**config.mk**
```make
export PLATFORM = sky130hd
export DESIGN_NAME = sdram_mrs_seq
export DESIGN_NICKNAME = d
export VERILOG_FILES = /design/src/rtl/sdram_mrs_pkg.sv /design/src/rtl/mrs_rst_sync.sv /design/src/rtl/mrs_regfile.sv /design/src/rtl/mrs_spacing.sv /design/src/rtl/mrs_pin_drive.sv /design/src/rtl/sdram_mrs_seq.sv
export SDC_FILE = /design/constraint.sdc
export NUM_CORES = 1
export LEC_CHECK = 0
export BUFFER_PORTS_ARGS = -buffer_cell sky130_fd_sc_hd__buf_2
export CAP_MARGIN = 30
export CORE_MARGIN = 1.5
export CORE_UTILIZATION = 50
export CTS_CLUSTER_SIZE = 40
export DETAILED_ROUTE_END_ITERATION = 10
export PLACE_DENSITY = 0.84
export SYNTH_ARGS = -nofsm -noshare
export SYNTH_HDL_FRONTEND = slang
export SYNTH_HIERARCHICAL = 1
export SYNTH_SLANG_ARGS = --single-unit
```
**constraint.sdc**
```tcl
create_clock -name clk -period 4.2 [get_ports clk]
set_clock_uncertainty 0.05 [all_clocks]
set_input_delay 0.42 -clock clk [delete_from_list [all_inputs] [get_ports clk]]
set_output_delay 0.42 -clock clk [all_outputs]
set_load 0.02 [all_outputs]
```
**src/rtl/sdram_mrs_pkg.sv**
```systemverilog
package sdram_mrs_pkg;

  // Memory command pin group, all active low
  typedef struct packed {
    logic cs_n;
    logic ras_n;
    logic cas_n;
    logic we_n;
  } pin_cmd_t;

  localparam pin_cmd_t CMD_DESEL = 4'b1111;
  localparam pin_cmd_t CMD_NOP   = 4'b0111;
  localparam pin_cmd_t CMD_LMR   = 4'b0000;

  // Field positions in the host-visible registers
  localparam int CTRL_EN_BIT   = 0;
  localparam int CTRL_TMRD_LSB = 8;
  localparam int MODE_BANK_LSB = 16;
  localparam int MODE_TRIG_BIT = 24;

endpackage

```
**src/rtl/mrs_rst_sync.sv**
```systemverilog
module mrs_rst_sync (
  input  logic clk,
  input  logic rst_n_in,
  output logic rst_n_out
);

  logic meta_q;
  logic sync_q;

  always_ff @(posedge clk or negedge rst_n_in) begin
    if (!rst_n_in) begin
      meta_q <= 1'b0;
      sync_q <= 1'b0;
    end else begin
      meta_q <= 1'b1;
      sync_q <= meta_q;
    end
  end

  assign rst_n_out = sync_q;

endmodule

```
**src/rtl/mrs_regfile.sv**
```systemverilog
module mrs_regfile
  import sdram_mrs_pkg::*;
#(
  parameter int VAL_W    = 14,
  parameter int BA_W     = 2,
  parameter int TMRD_W   = 4,
  parameter int TMRD_RST = 2,
  parameter int DATA_W   = 32
) (
  input  logic                clk,
  input  logic                rst_n,
  input  logic                wr_en,
  input  logic                wr_sel,
  input  logic [DATA_W/8-1:0] wr_be,
  input  logic [DATA_W-1:0]   wr_data,
  input  logic                rd_sel,
  input  logic                launch,
  output logic [DATA_W-1:0]   rd_data,
  output logic                en_q,
  output logic [TMRD_W-1:0]   tmrd_q,
  output logic [BA_W-1:0]     bank_q,
  output logic [VAL_W-1:0]    val_q,
  output logic                trig_q
);

  localparam int LANE_W = 8;

  logic              en_n;
  logic [TMRD_W-1:0] tmrd_n;
  logic [BA_W-1:0]   bank_n;
  logic [VAL_W-1:0]  val_n;
  logic              trig_n;
  logic              wr_ctrl;
  logic              wr_mode;
  logic              upd_en;

  assign wr_ctrl = wr_en && !wr_sel;
  assign wr_mode = wr_en &&  wr_sel;
  assign upd_en  = wr_en || launch || trig_q;

  // Next-state: byte-lane merge, trigger set/clear and enable gating
  always_comb begin
    en_n   = en_q;
    tmrd_n = tmrd_q;
    bank_n = bank_q;
    val_n  = val_q;
    trig_n = trig_q;

    if (launch) begin
      trig_n = 1'b0;
    end

    if (wr_ctrl) begin
      if (wr_be[CTRL_EN_BIT / LANE_W]) begin
        en_n = wr_data[CTRL_EN_BIT];
      end
      for (int i = 0; i < TMRD_W; i++) begin
        if (wr_be[(CTRL_TMRD_LSB + i) / LANE_W]) begin
          tmrd_n[i] = wr_data[CTRL_TMRD_LSB + i];
        end
      end
    end

    if (wr_mode) begin
      for (int i = 0; i < VAL_W; i++) begin
        if (wr_be[i / LANE_W]) begin
          val_n[i] = wr_data[i];
        end
      end
      for (int i = 0; i < BA_W; i++) begin
        if (wr_be[(MODE_BANK_LSB + i) / LANE_W]) begin
          bank_n[i] = wr_data[MODE_BANK_LSB + i];
        end
      end
      if (wr_be[MODE_TRIG_BIT / LANE_W] && wr_data[MODE_TRIG_BIT] && en_q) begin
        trig_n = 1'b1;
      end
    end

    if (!en_n) begin
      trig_n = 1'b0;
    end
  end

  always_ff @(posedge clk or negedge rst_n) begin
    if (!rst_n) begin
      en_q   <= 1'b0;
      tmrd_q <= TMRD_W'(TMRD_RST);
      bank_q <= '0;
      val_q  <= '0;
      trig_q <= 1'b0;
    end else if (upd_en) begin
      en_q   <= en_n;
      tmrd_q <= tmrd_n;
      bank_q <= bank_n;
      val_q  <= val_n;
      trig_q <= trig_n;
    end
  end

  // Read-back mux
  always_comb begin
    rd_data = '0;
    if (rd_sel) begin
      rd_data[VAL_W-1:0]              = val_q;
      rd_data[MODE_BANK_LSB +: BA_W]  = bank_q;
      rd_data[MODE_TRIG_BIT]          = trig_q;
    end else begin
      rd_data[CTRL_EN_BIT]            = en_q;
      rd_data[CTRL_TMRD_LSB +: TMRD_W] = tmrd_q;
    end
  end

  AST_BANK_KEPT_ON_VALUE_WRITE: assert property (@(posedge clk) disable iff (!rst_n)
    (wr_mode && !wr_be[MODE_BANK_LSB / LANE_W]) |=> $stable(bank_q));

  AST_TRIG_NEEDS_ENABLE: assert property (@(posedge clk) disable iff (!rst_n)
    trig_q |-> en_q);

endmodule

```
**src/rtl/mrs_spacing.sv**
```systemverilog
module mrs_spacing #(
  parameter int TMRD_W = 4
) (
  input  logic              clk,
  input  logic              rst_n,
  input  logic              launch,
  input  logic [TMRD_W-1:0] tmrd,
  output logic              busy,
  output logic              ready,
  output logic              done
);

  logic [TMRD_W-1:0] cnt_q;
  logic [TMRD_W-1:0] cnt_n;
  logic [TMRD_W-1:0] tmrd_eff;
  logic              busy_q;
  logic              busy_n;
  logic              done_q;
  logic              done_n;
  logic              last_cyc;
  logic              cnt_en;

  assign tmrd_eff = (tmrd == '0) ? TMRD_W'(1) : tmrd;
  assign last_cyc = busy_q && (cnt_q == '0);
  assign cnt_en   = launch || busy_q || done_q;

  always_comb begin
    busy_n = busy_q;
    cnt_n  = cnt_q;
    done_n = last_cyc;
    if (launch) begin
      busy_n = 1'b1;
      cnt_n  = tmrd_eff - TMRD_W'(1);
    end else if (busy_q) begin
      if (cnt_q == '0) begin
        busy_n = 1'b0;
      end else begin
        cnt_n = cnt_q - TMRD_W'(1);
      end
    end
  end

  always_ff @(posedge clk or negedge rst_n) begin
    if (!rst_n) begin
      busy_q <= 1'b0;
      cnt_q  <= '0;
      done_q <= 1'b0;
    end else if (cnt_en) begin
      busy_q <= busy_n;
      cnt_q  <= cnt_n;
      done_q <= done_n;
    end
  end

  assign busy  = busy_q;
  assign ready = !busy_q || (cnt_q == '0);
  assign done  = done_q;

  AST_BUSY_AFTER_LAUNCH: assert property (@(posedge clk) disable iff (!rst_n)
    launch |=> busy_q);

  AST_DONE_CLOSES_WINDOW: assert property (@(posedge clk) disable iff (!rst_n)
    done_q |-> $past(busy_q));

endmodule

```
**src/rtl/mrs_pin_drive.sv**
```systemverilog
module mrs_pin_drive
  import sdram_mrs_pkg::*;
#(
  parameter int VAL_W = 14,
  parameter int BA_W  = 2
) (
  input  logic             clk,
  input  logic             rst_n,
  input  logic             launch,
  input  logic             en,
  input  logic [BA_W-1:0]  bank,
  input  logic [VAL_W-1:0] val,
  output pin_cmd_t         cmd,
  output logic [BA_W-1:0]  ba,
  output logic [VAL_W-1:0] addr
);

  pin_cmd_t         cmd_q;
  pin_cmd_t         cmd_n;
  logic [BA_W-1:0]  ba_q;
  logic [BA_W-1:0]  ba_n;
  logic [VAL_W-1:0] addr_q;
  logic [VAL_W-1:0] addr_n;
  logic             armed_q;
  logic             armed_n;

  always_comb begin
    armed_n = armed_q || en;
    if (launch) begin
      cmd_n  = CMD_LMR;
      ba_n   = bank;
      addr_n = val;
    end else begin
      cmd_n  = armed_q ? CMD_NOP : CMD_DESEL;
      ba_n   = '0;
      addr_n = '0;
    end
  end

  always_ff @(posedge clk or negedge rst_n) begin
    if (!rst_n) begin
      cmd_q   <= CMD_DESEL;
      ba_q    <= '0;
      addr_q  <= '0;
      armed_q <= 1'b0;
    end else begin
      cmd_q   <= cmd_n;
      ba_q    <= ba_n;
      addr_q  <= addr_n;
      armed_q <= armed_n;
    end
  end

  assign cmd  = cmd_q;
  assign ba   = ba_q;
  assign addr = addr_q;

  AST_IDLE_PINS_ZERO: assert property (@(posedge clk) disable iff (!rst_n)
    (cmd_q != CMD_LMR) |-> (ba_q == '0 && addr_q == '0));

endmodule

```
**src/rtl/sdram_mrs_seq.sv**
```systemverilog
module sdram_mrs_seq
  import sdram_mrs_pkg::*;
#(
  parameter int VAL_W    = 14,
  parameter int BA_W     = 2,
  parameter int TMRD_W   = 4,
  parameter int TMRD_RST = 2,
  parameter int DATA_W   = 32
) (
  input  logic                clk,
  input  logic                rst_n,
  input  logic                wr_en,
  input  logic                wr_sel,
  input  logic [DATA_W/8-1:0] wr_be,
  input  logic [DATA_W-1:0]   wr_data,
  input  logic                rd_sel,
  output logic [DATA_W-1:0]   rd_data,
  output logic                cs_n,
  output logic                ras_n,
  output logic                cas_n,
  output logic                we_n,
  output logic [BA_W-1:0]     ba,
  output logic [VAL_W-1:0]    addr,
  output logic                busy,
  output logic                done
);

  logic              rst_n_s;
  logic              en_q;
  logic [TMRD_W-1:0] tmrd_q;
  logic [BA_W-1:0]   bank_q;
  logic [VAL_W-1:0]  val_q;
  logic              trig_q;
  logic              ready;
  logic              launch;
  pin_cmd_t          cmd;

  assign launch = trig_q && en_q && ready;

  mrs_rst_sync u_rst (
    .clk       (clk),
    .rst_n_in  (rst_n),
    .rst_n_out (rst_n_s)
  );

  mrs_regfile #(
    .VAL_W    (VAL_W),
    .BA_W     (BA_W),
    .TMRD_W   (TMRD_W),
    .TMRD_RST (TMRD_RST),
    .DATA_W   (DATA_W)
  ) u_regs (
    .clk     (clk),
    .rst_n   (rst_n_s),
    .wr_en   (wr_en),
    .wr_sel  (wr_sel),
    .wr_be   (wr_be),
    .wr_data (wr_data),
    .rd_sel  (rd_sel),
    .launch  (launch),
    .rd_data (rd_data),
    .en_q    (en_q),
    .tmrd_q  (tmrd_q),
    .bank_q  (bank_q),
    .val_q   (val_q),
    .trig_q  (trig_q)
  );

  mrs_spacing #(
    .TMRD_W (TMRD_W)
  ) u_space (
    .clk    (clk),
    .rst_n  (rst_n_s),
    .launch (launch),
    .tmrd   (tmrd_q),
    .busy   (busy),
    .ready  (ready),
    .done   (done)
  );

  mrs_pin_drive #(
    .VAL_W (VAL_W),
    .BA_W  (BA_W)
  ) u_pins (
    .clk    (clk),
    .rst_n  (rst_n_s),
    .launch (launch),
    .en     (en_q),
    .bank   (bank_q),
    .val    (val_q),
    .cmd    (cmd),
    .ba     (ba),
    .addr   (addr)
  );

  assign cs_n  = cmd.cs_n;
  assign ras_n = cmd.ras_n;
  assign cas_n = cmd.cas_n;
  assign we_n  = cmd.we_n;

  AST_CMD_NEEDS_ENABLE: assert property (@(posedge clk) disable iff (!rst_n_s)
    (cmd == CMD_LMR) |-> $past(en_q));

  AST_CMD_CARRIES_FIELDS: assert property (@(posedge clk) disable iff (!rst_n_s)
    (cmd == CMD_LMR) |-> (ba == $past(bank_q) && addr == $past(val_q)));

  AST_CMD_SPACING: assert property (@(posedge clk) disable iff (!rst_n_s)
    (cmd == CMD_LMR && $past(cmd == CMD_LMR)) |-> ($past(tmrd_q) <= TMRD_W'(1)));

  AST_CMD_MARKS_BUSY: assert property (@(posedge clk) disable iff (!rst_n_s)
    (cmd == CMD_LMR) |-> busy);

endmodule

```
==> results of run 1 <==
logic make-up after synthesis:
kind of cell | share of synthesized area, %
buf+inv | 8.24
compound gates | 3.42
xor+xnor | 0.406
flops | 57.0
fa+ha+maj | 0.580
simple gates | 14.8
mux | 15.2
other cells | 0.348
metal layers:
layer,GRT usage (%),vias to the layer above
li1,-,662
met1,21.7,676
met2,29.6,49
met3,3.57,6
met4,11.3,0
met5,0,-
final cells by class:
| class | count | area, sq um | area share, % |
|---|---|---|---|
| tap | 50 | 62.6 | 2.41 |
| clock buffer | 7 | 86.3 | 3.33 |
| sequential | 49 | 1230 | 47.5 |
| inverter | 6 | 22.5 | 0.869 |
| multi-input combinational | 106 | 802 | 30.9 |
| timing repair buffer | 67 | 358 | 13.8 |
| clock inverter | 1 | 30.0 | 1.16 |
final timing paths:
check                                 start          endpoint  slack, ps  depth (start not counted)
setup / recovery           u_space/cnt_q[1]  u_space/cnt_q[2]       1510                          9
setup reg to reg           u_space/cnt_q[1]  u_space/cnt_q[2]       1510                          9
hold / removal              u_rst/rst_n_out      u_pins/ba[1]         80                          0
hold reg to reg             u_rst/rst_n_out      u_pins/ba[1]         80                          0
min in group clk                wr_data[16]  u_regs/bank_q[0]        290                          2
max in group asynchronous   u_rst/rst_n_out  u_regs/tmrd_q[1]       3490                          1
cells in the mapped netlist, drive strengths merged:
cell	instances	area share, %
o22ai	2	0.58
nand2b	2	0.58
o2111a	1	0.52
or3b	1	0.41
clkbuf	1	0.17
buf	20	7.0
inv	6	1.0
or2	1	0.29
nor3	1	0.23
and2b	1	0.41
nor2	3	0.52
nand3	4	1.2
mux2	27	14
ha	1	0.58
o311ai	1	0.41
o21ai	2	0.46
xor2	1	0.41
dfrtp	46	53
nand3b	2	0.70
conb	2	0.35
a31oi	1	0.29
nand2	5	0.87
mux2i	2	0.93
and2	28	8.8
o41ai	1	0.41
dfstp	3	3.7
or4	1	0.52
and3	1	0.29
a21oi	1	0.75
repair_timing:
| action | CTS | global route |
|---|---|---|
| endpoints found under the hold margin | 2 | 0 |
| buffers inserted | 0 | 0 |
| hold buffers | 1 | 0 |
per-stage QoR:
stage	hold slack [ps]	total power [uW]	util, %
after floorplan	74.4	784	-
after global placement	155	838	59.9
after detailed placement	85.4	853	60.3
after CTS	92.9	1190	63.4
after global routing	105	1240	63.4
final	84.3	1180	63.4
critical path, stage by stage, from the launching register on:
cell and delay (ps):
dfrtp_1 420, or4_4 590, nand2_1 90, and3_1 400, nand2b_1 100, o22ai_1 170, ha_1 220, nand2_1 80
or3b_1 350, a31oi_1 160
flip-flops by register name, summed over array words and instances (netlist names):
name and cells:
u_space/busy 1, u_regs/bank_q 2, u_regs/en_q 1, u_space/done 1, u_pins/cmd 2, u_rst/rst_n_out 1, u_space/cnt_q 4, u_regs/tmrd_q 4
u_rst/meta_q 1, u_pins/armed_q 1, u_regs/trig_q 1, u_pins/addr 14, u_regs/val_q 14, u_pins/ba 2
power breakdown:
group | internal (uW) | switching, uW | total, uW
clock | 194 | 149 | 343
sequential | 537 | 58.3 | 595
combinational | 119 | 127 | 246
==> summary.txt, run 1 <==
Routing
  • DR WL/cell: 13.7 um
  • Top Layer Used: met4
  • First DRT Iteration DRCs: 64
  • WL met2: 1.98 mm
  • Metal-1 WL: 1.64 mm
  • Total Wirelength: 3.91 mm
  • Residual DRC: 0
  • Via count: 1,393
  • First-pass detailed-route iteration total: 4
  • Met3 WL: 218 um
  • Antenna Violating Nets Remaining: 0
  • Vias per std cell: 4.87

Placement
  • Dpl cell area: 0.00247 sq mm
  • Hpwl dp: 2.87 mm
  • Input/output buffers: 64
  • Placed Cells: 277
  • DP Worst Slack: 1480 ps
  • Routability cong.: 0.800

Yosys
  • Synth Register Bits: 49
  • Yosys warning total: 6
  • Sequential element share of the synthesized area: 57.0%
  • Syn Inst Count: 168
  • Syn_area_per_cell: 12.8 sq um
  • Synth cell types: 34
  • Synth Cell Area: 0.00216 sq mm

STA
  • RSZ-0062 raised after global routing: false
  • Tcrit/Tclk final: 64.1%
  • Setup TNS: 0 ps
  • Setup slack after layout: 1510 ps
  • # setup viols final: 0
  • Final Slew Violations: 0
  • Final hold viol count: 0
  • Final min period: 2690 ps
  • FMAX: 0.371 GHz

Setup path
  • Crit start category: flip-flop
  • Crit Path Category: reg2reg
  • Max FO, Critical Path: 12
  • CP endpoint kind: flip-flop
  • Required time of the critical path: 4380 ps
  • Worst path arrival time: 2870 ps

Die
  • Core footprint: 0.00409 sq mm
  • Row cnt: 23
  • Chip height: 68.7 um
  • Initial Util: 52.8%
  • # IOs: 95
  • Full die area: 0.00472 sq mm
  • Die width: 68.7 um

Layout
  • Most frequent cells in the layout: 64 x buf_2, 45 x dfrtp_1, 26 x mux2_2
  • Commonest non-fill, non-tap cell in the layout: buf_2
  • Number of nets in the layout: 277
  • Fin area: 0.00259 sq mm
  • Ant. Diodes: 0
  • Share of cells above drive strength 1: 51.3%
  • Layout Cells excl Fill: 286
  • Area delta synth->final: 20.2%
  • FILL cells: 325

Global routing
  • Total grt overflow: 0
  • Vias in the first global route: 1,309
  • Initial antenna violation count: 0
  • Pin count of the biggest net entering global routing: 39
  • Global Route Usage Sum: 18.0%
  • First-pass GRT wire length: 5.99 mm

Clock network
  • Skew-Pair Late Insertion Delay: 300 ps
  • Clock slew at reported path FFs: 80 ps
  • Clk buf depth: 2
  • CTS root buffer: clkbuf_8
  • H-tree depth: 2
  • CTS tree: built
  • Cts bufs inserted: 5
  • Resized cells post-CTS: 0
  • CTS sink cnt: 49

Min path
  • Worst hold path class: reg2async

Status
  • Status: completed

Power
  • Leakage: 0.00134 uW
  • Pwr/cell area: 457 mW/mm^2
  • Worst vdd ir: 244 uV

Flow run
  • Max Cap Viol: 0
(Power assumes the default switching activity.)
==> run 2: changes to the inputs <==
- CORE_UTILIZATION: 50 -> 47
- PLACE_DENSITY: 0.84 -> 0.8
- clock period: 4.2 -> 2.6 ns (I/O delays scaled with it)
==> run 2 against run 1 <==
Compared with the run above:
- worst setup slack worse by 1300 ps
- hold slack better by 65 ps
- fmax grew 11%
- critical path depth increased by 1
- sequential power rose by 62%
- first-iteration DRC count fell by 36%
- register-to-register slack got worse by 1300 ps
- total power rose by 64%
- global-route usage fell by 2.1 points
- non-clock buffer count is 3 higher
- clock power up 58%
- critical path type unchanged
- highest routed layer unchanged
==> summary.txt, run 2 (synthesis gave the netlist of run 1 again) <==
Die
  • Core footprint: 0.00438 sq mm
  • Row cnt: 24
  • Chip height: 70.7 um
  • Initial Util: 49.2%
  • Die width: 70.7 um
  • Full die area: 0.00500 sq mm
  • # IOs: 95

Setup path
  • CP endpoint kind: flip-flop
  • CP cell instances: or4_4 -> nand2_1 -> and3_2 -> buf_4 -> o22ai_2 -> ha_2 -> buf_4 -> xor2_1 -> nor2_1 -> a31oi_1
  • Worst path arrival time: 2590 ps
  • Slowest cell delay on critical path: 560 ps
  • Required time of the critical path: 2760 ps
  • CP most frequent cell: buf_4
  • Max FO, Critical Path: 12
  • Slowest CP cell: or4_4
  • Crit start category: flip-flop
  • Crit Path Category: reg2reg

Min path
  • Worst hold path class: in2reg

Clock network
  • Cts bufs inserted: 5
  • CTS sink cnt: 49
  • Skew-Pair Late Insertion Delay: 290 ps
  • CTS tree: built
  • H-tree depth: 2
  • Clock slew at reported path FFs: 90 ps
  • CTS root buffer: clkbuf_8
  • Clk buf depth: 2

Placement
  • Placed Cells: 280
  • Dpl cell area: 0.00248 sq mm
  • Routability cong.: 0.846
  • Hpwl dp: 2.78 mm
  • Input/output buffers: 64

Layout
  • Commonest non-fill, non-tap cell in the layout: buf_2
  • Share of cells above drive strength 1: 53.6%
  • Fin area: 0.00263 sq mm
  • Most frequent cells in the layout: 64 x buf_2, 45 x dfrtp_1, 26 x mux2_2
  • Area delta synth->final: 22.0%
  • Ant. Diodes: 0
  • FILL cells: 380
  • Layout Cells excl Fill: 291
  • Number of nets in the layout: 280

Global routing
  • Vias in the first global route: 1,349
  • Pin count of the biggest net entering global routing: 28
  • Total grt overflow: 0
  • Global Route Usage Sum: 16.0%
  • Initial antenna violation count: 0
  • First-pass GRT wire length: 6.20 mm

Routing
  • Antenna Violating Nets Remaining: 0
  • Total Wirelength: 3.74 mm
  • First DRT Iteration DRCs: 41
  • Vias per std cell: 4.79
  • Residual DRC: 0
  • DR WL/cell: 12.9 um
  • First-pass detailed-route iteration total: 4
  • Via count: 1,393

STA
  • Final Slew Violations: 0
  • RSZ-0062 raised after global routing: false
  • Tcrit/Tclk final: 93.7%
  • # setup viols final: 0
  • Final min period: 2440 ps
  • FMAX: 0.410 GHz
  • Final hold viol count: 0
  • Setup TNS: 0 ps

Power
  • Tot Pwr: 1940 uW
  • Worst vdd ir: 329 uV
  • Leakage: 0.00136 uW
  • Pwr/cell area: 736 mW/mm^2

Status
  • Status: completed

Flow run
  • Max Cap Viol: 0
==> run 2: cell types whose count changed in the layout (fill, tap and decap cells not counted) <==
cell,previous run,this run
and3_1,1,0
and3_2,0,1
buf_4,1,4
ha_1,1,0
ha_2,0,1
mux2i_1,2,1
mux2i_2,0,1
o22ai_1,2,1
o22ai_2,0,1
==> run 2: worst paths after layout <==
| check | start | slack (ps) | end | depth (start not counted) |
|---|---|---|---|---|
| min | wr_data[17] | 150 | u_regs/bank_q[1] | 2 |
| min in group asynchronous | u_rst/rst_n_out | 170 | u_regs/trig_q | 0 |
| min reg2reg | u_rst/rst_n_out | 170 | u_regs/trig_q | 0 |
| max | u_space/cnt_q[0] | 160 | u_space/cnt_q[2] | 10 |
| max reg2reg | u_space/cnt_q[0] | 160 | u_space/cnt_q[2] | 10 |
| max in group asynchronous | u_rst/rst_n_out | 1750 | u_pins/cmd[1] | 1 |
==> run 2: layer usage <==
| layer | vias to the layer above | global-route usage (%) | wire length [um] |
|---|---|---|---|
| met5 | - | 0 | 0 |
| met4 | 0 | 6.29 | 57 |
| met3 | 5 | 2.99 | 162 |
| met2 | 47 | 26.8 | 1930 |
| met1 | 674 | 20.6 | 1590 |
| li1 | 667 | - | - |
==> run 2: area by class of cell <==
cell class                      count  area [sq um]  share of cell area, %
Inverter                            6          22.5                  0.856
Multi-Input combinational cell    106           816                   31.0
Tap cell                           52          65.1                   2.47
Timing Repair Buffer               70           380                   14.5
Sequential cell                    49          1230                   46.8
Clock inverter                      1          30.0                   1.14
Clock buffer                        7          86.3                   3.28
==> run 2: per-stage QoR <==
| step | setup slack, ps | util, % | hold WS [ps] |
|---|---|---|---|
| after floorplan | 2.25 | - | -85.6 |
| after global placement | 160 | 56.0 | -4.97 |
| after detailed placement | 87.3 | 56.5 | -2.31 |
| after CTS | 50.8 | 59.4 | 140 |
| after global routing | 15.9 | 60.0 | 141 |
| final | 163 | 60.0 | 150 |
==> run 2: power breakdown <==
| part | switching (uW) | internal [uW] |
|---|---|---|
| logic | 211 | 219 |
| clock network | 228 | 314 |
| registers | 97.5 | 867 |
| total | 536 | 1400 |
==> run 2: what timing repair did <==
action,CTS,global route
hold buffers,1,0
hold endpoints to repair,2,0
setup endpoints to repair,0,1
buffers inserted,0,2
resized for setup,0,4
==> run 2: critical path: cells and delay by family (launching register included) <==
family	cells	cell delay, ps
and+or+nand+nor	4	950
DFF	1	430
buffers and inverters	2	320
AOI/OAI and AO/OA	2	240
adders and majority gates	1	210
xor gates and xnor gates	1	140
==> run 3: changes to the inputs <==
- CORE_MARGIN: 1.5 -> not set
- SLEW_MARGIN: not set -> 15
==> run 3 against run 2 <==
Compared with the run above:
- sequential share of layout area rose by 0.38 points
- non-clock buffer count is 2 lower
- flip-flop and latch count unchanged
- die area decreased by 2.8%
- clock power grew 4.1%
- register-to-register slack worse by 40 ps
- first-iteration DRC count increased by 140%
- fmax decreased by 1.7%
- total power down 0.15%
- global-route usage up 1.3 points
- hold slack worse by 15 ps
- final area decreased by 0.81%
- largest power group unchanged
- highest routed layer unchanged
==> summary.txt, run 3 (synthesis gave the netlist of run 1 again) <==
Layout
  • FILL cells: 364
  • Multi-input gate area: 810 sq um
  • Share of cells above drive strength 1: 52.3%
  • Commonest non-fill, non-tap cell in the layout: buf_2
  • Ant. Diodes: 0
  • Register area: 0.00123 sq mm
  • Area delta synth->final: 21.0%
  • Most frequent cells in the layout: 64 x buf_2, 45 x dfrtp_1, 26 x mux2_2
  • Number of nets in the layout: 278

STA
  • Final min period: 2480 ps
  • Tcrit/Tclk final: 95.4%
  • RSZ-0062 raised after global routing: false
  • Final Slew Violations: 0
  • Setup TNS: 0 ps
  • FMAX: 0.403 GHz
  • # setup viols final: 0
  • Final hold viol count: 0

Clock network
  • H-tree depth: 2
  • Clock slew at reported path FFs: 90 ps
  • CTS tree: built
  • Skew-Pair Late Insertion Delay: 300 ps
  • CTS root buffer: clkbuf_8
  • Clk buf depth: 2
  • Cts bufs inserted: 5
  • CTS sink cnt: 49

Global routing
  • M2 GR Usage: 29.7%
  • Vias in the first global route: 1,400
  • GR Layer Usage met3: 3.92%
  • First-pass GRT wire length: 6.56 mm
  • GR Layer Usage met1: 21.9%
  • Pin count of the biggest net entering global routing: 30
  • GR peak layer: met2
  • Total grt overflow: 0
  • Global Route Usage Sum: 17.3%
  • Initial antenna violation count: 0

Setup path
  • Crit start category: flip-flop
  • Crit Path Category: reg2reg
  • CP endpoint kind: flip-flop
  • Worst path arrival time: 2660 ps
  • Required time of the critical path: 2780 ps
  • Max FO, Critical Path: 4

Die
  • Row cnt: 24
  • # IOs: 95
  • Die width: 69.7 um
  • Chip height: 69.7 um
  • Core footprint: 0.00438 sq mm
  • Initial Util: 49.2%
  • Full die area: 0.00486 sq mm

Placement
  • Routability cong.: 0.768
  • Input/output buffers: 64
  • Hpwl dp: 2.82 mm

Routing
  • First-pass detailed-route iteration total: 4
  • DR WL/cell: 13.4 um
  • Antenna Violating Nets Remaining: 0
  • Vias per std cell: 4.77
  • First DRT Iteration DRCs: 100
  • Via count: 1,379
  • Total Wirelength: 3.87 mm
  • Residual DRC: 0

Status
  • Status: completed

Power
  • Pwr/cell area: 741 mW/mm^2
  • Worst vdd ir: 348 uV
  • Leakage: 0.00135 uW
  • Tot Pwr: 1930 uW

Flow run
  • Max Cap Viol: 0

Min path
  • Worst hold path class: in2reg
## run 3: changes by cell type in the layout (fill, tap and decap cells not counted), sizes merged
cell | previous run | this run
buf | 69 | 67
## run 3: worst max-delay path, stage by stage (launching register included)
cell,delay (ps)
dfrtp_1,430
or4_4,590
nand2_1,100
and3_2,230
nand2b_1,70
o22ai_2,120
ha_1,210
nand2_1,80
or3b_1,360
a31oi_1,170
## run 3: timing repair
action,in CTS,in global routing
endpoints found under the setup margin,0,1
hold buffers,1,0
buffers inserted,0,0
resized for setup,0,2
hold endpoints to repair,2,0
## run 3: report_power, final
group	internal, uW	leakage, uW	switching, uW	total [uW]
Clock	314	0.0000585	250	563
Sequential	867	0.000611	98.2	966
Combinational	196	0.000682	208	404
## run 3: area by class of cell
type                            instances  share of cell area, %
Clock inverter                          1                   1.15
Inverter                                6                  0.863
Tap cell                               52                   2.49
Timing Repair Buffer                   68                   14.0
Clock buffer                            7                   3.31
Multi-Input combinational cell        106                   31.0
Sequential cell                        49                   47.2
## run 3: routing by layer
metal,vias to the layer above,wire length [um]
met5,-,0
met4,0,59
met3,7,163
met2,45,1970
met1,664,1680
li1,663,-
## run 3: worst paths after layout
path,from,end,slack (ps),cells after the start
min,wr_data[5],u_regs/val_q[5],130,2
min in group asynchronous,u_rst/rst_n_out,u_regs/val_q[6],160,0
min reg2reg,u_rst/rst_n_out,u_regs/val_q[6],160,0
max in group asynchronous,u_rst/rst_n_out,u_regs/tmrd_q[1],1760,1
max,u_space/cnt_q[1],u_space/cnt_q[2],120,9
max reg2reg,u_space/cnt_q[1],u_space/cnt_q[2],120,9
## run 3: metrics by stage
stage	std cells	utilization, %	area, sq um	setup WS (ps)	hold slack, ps
final	289	59.5	2610	121	134
after CTS	289	59.4	2600	45.6	130
after global routing	289	59.5	2610	9.17	129
after global placement	279	56.0	2460	143	-5.27
after floorplan	182	-	2210	2.25	-85.6
after detailed placement	280	56.5	2480	76.2	-4.16
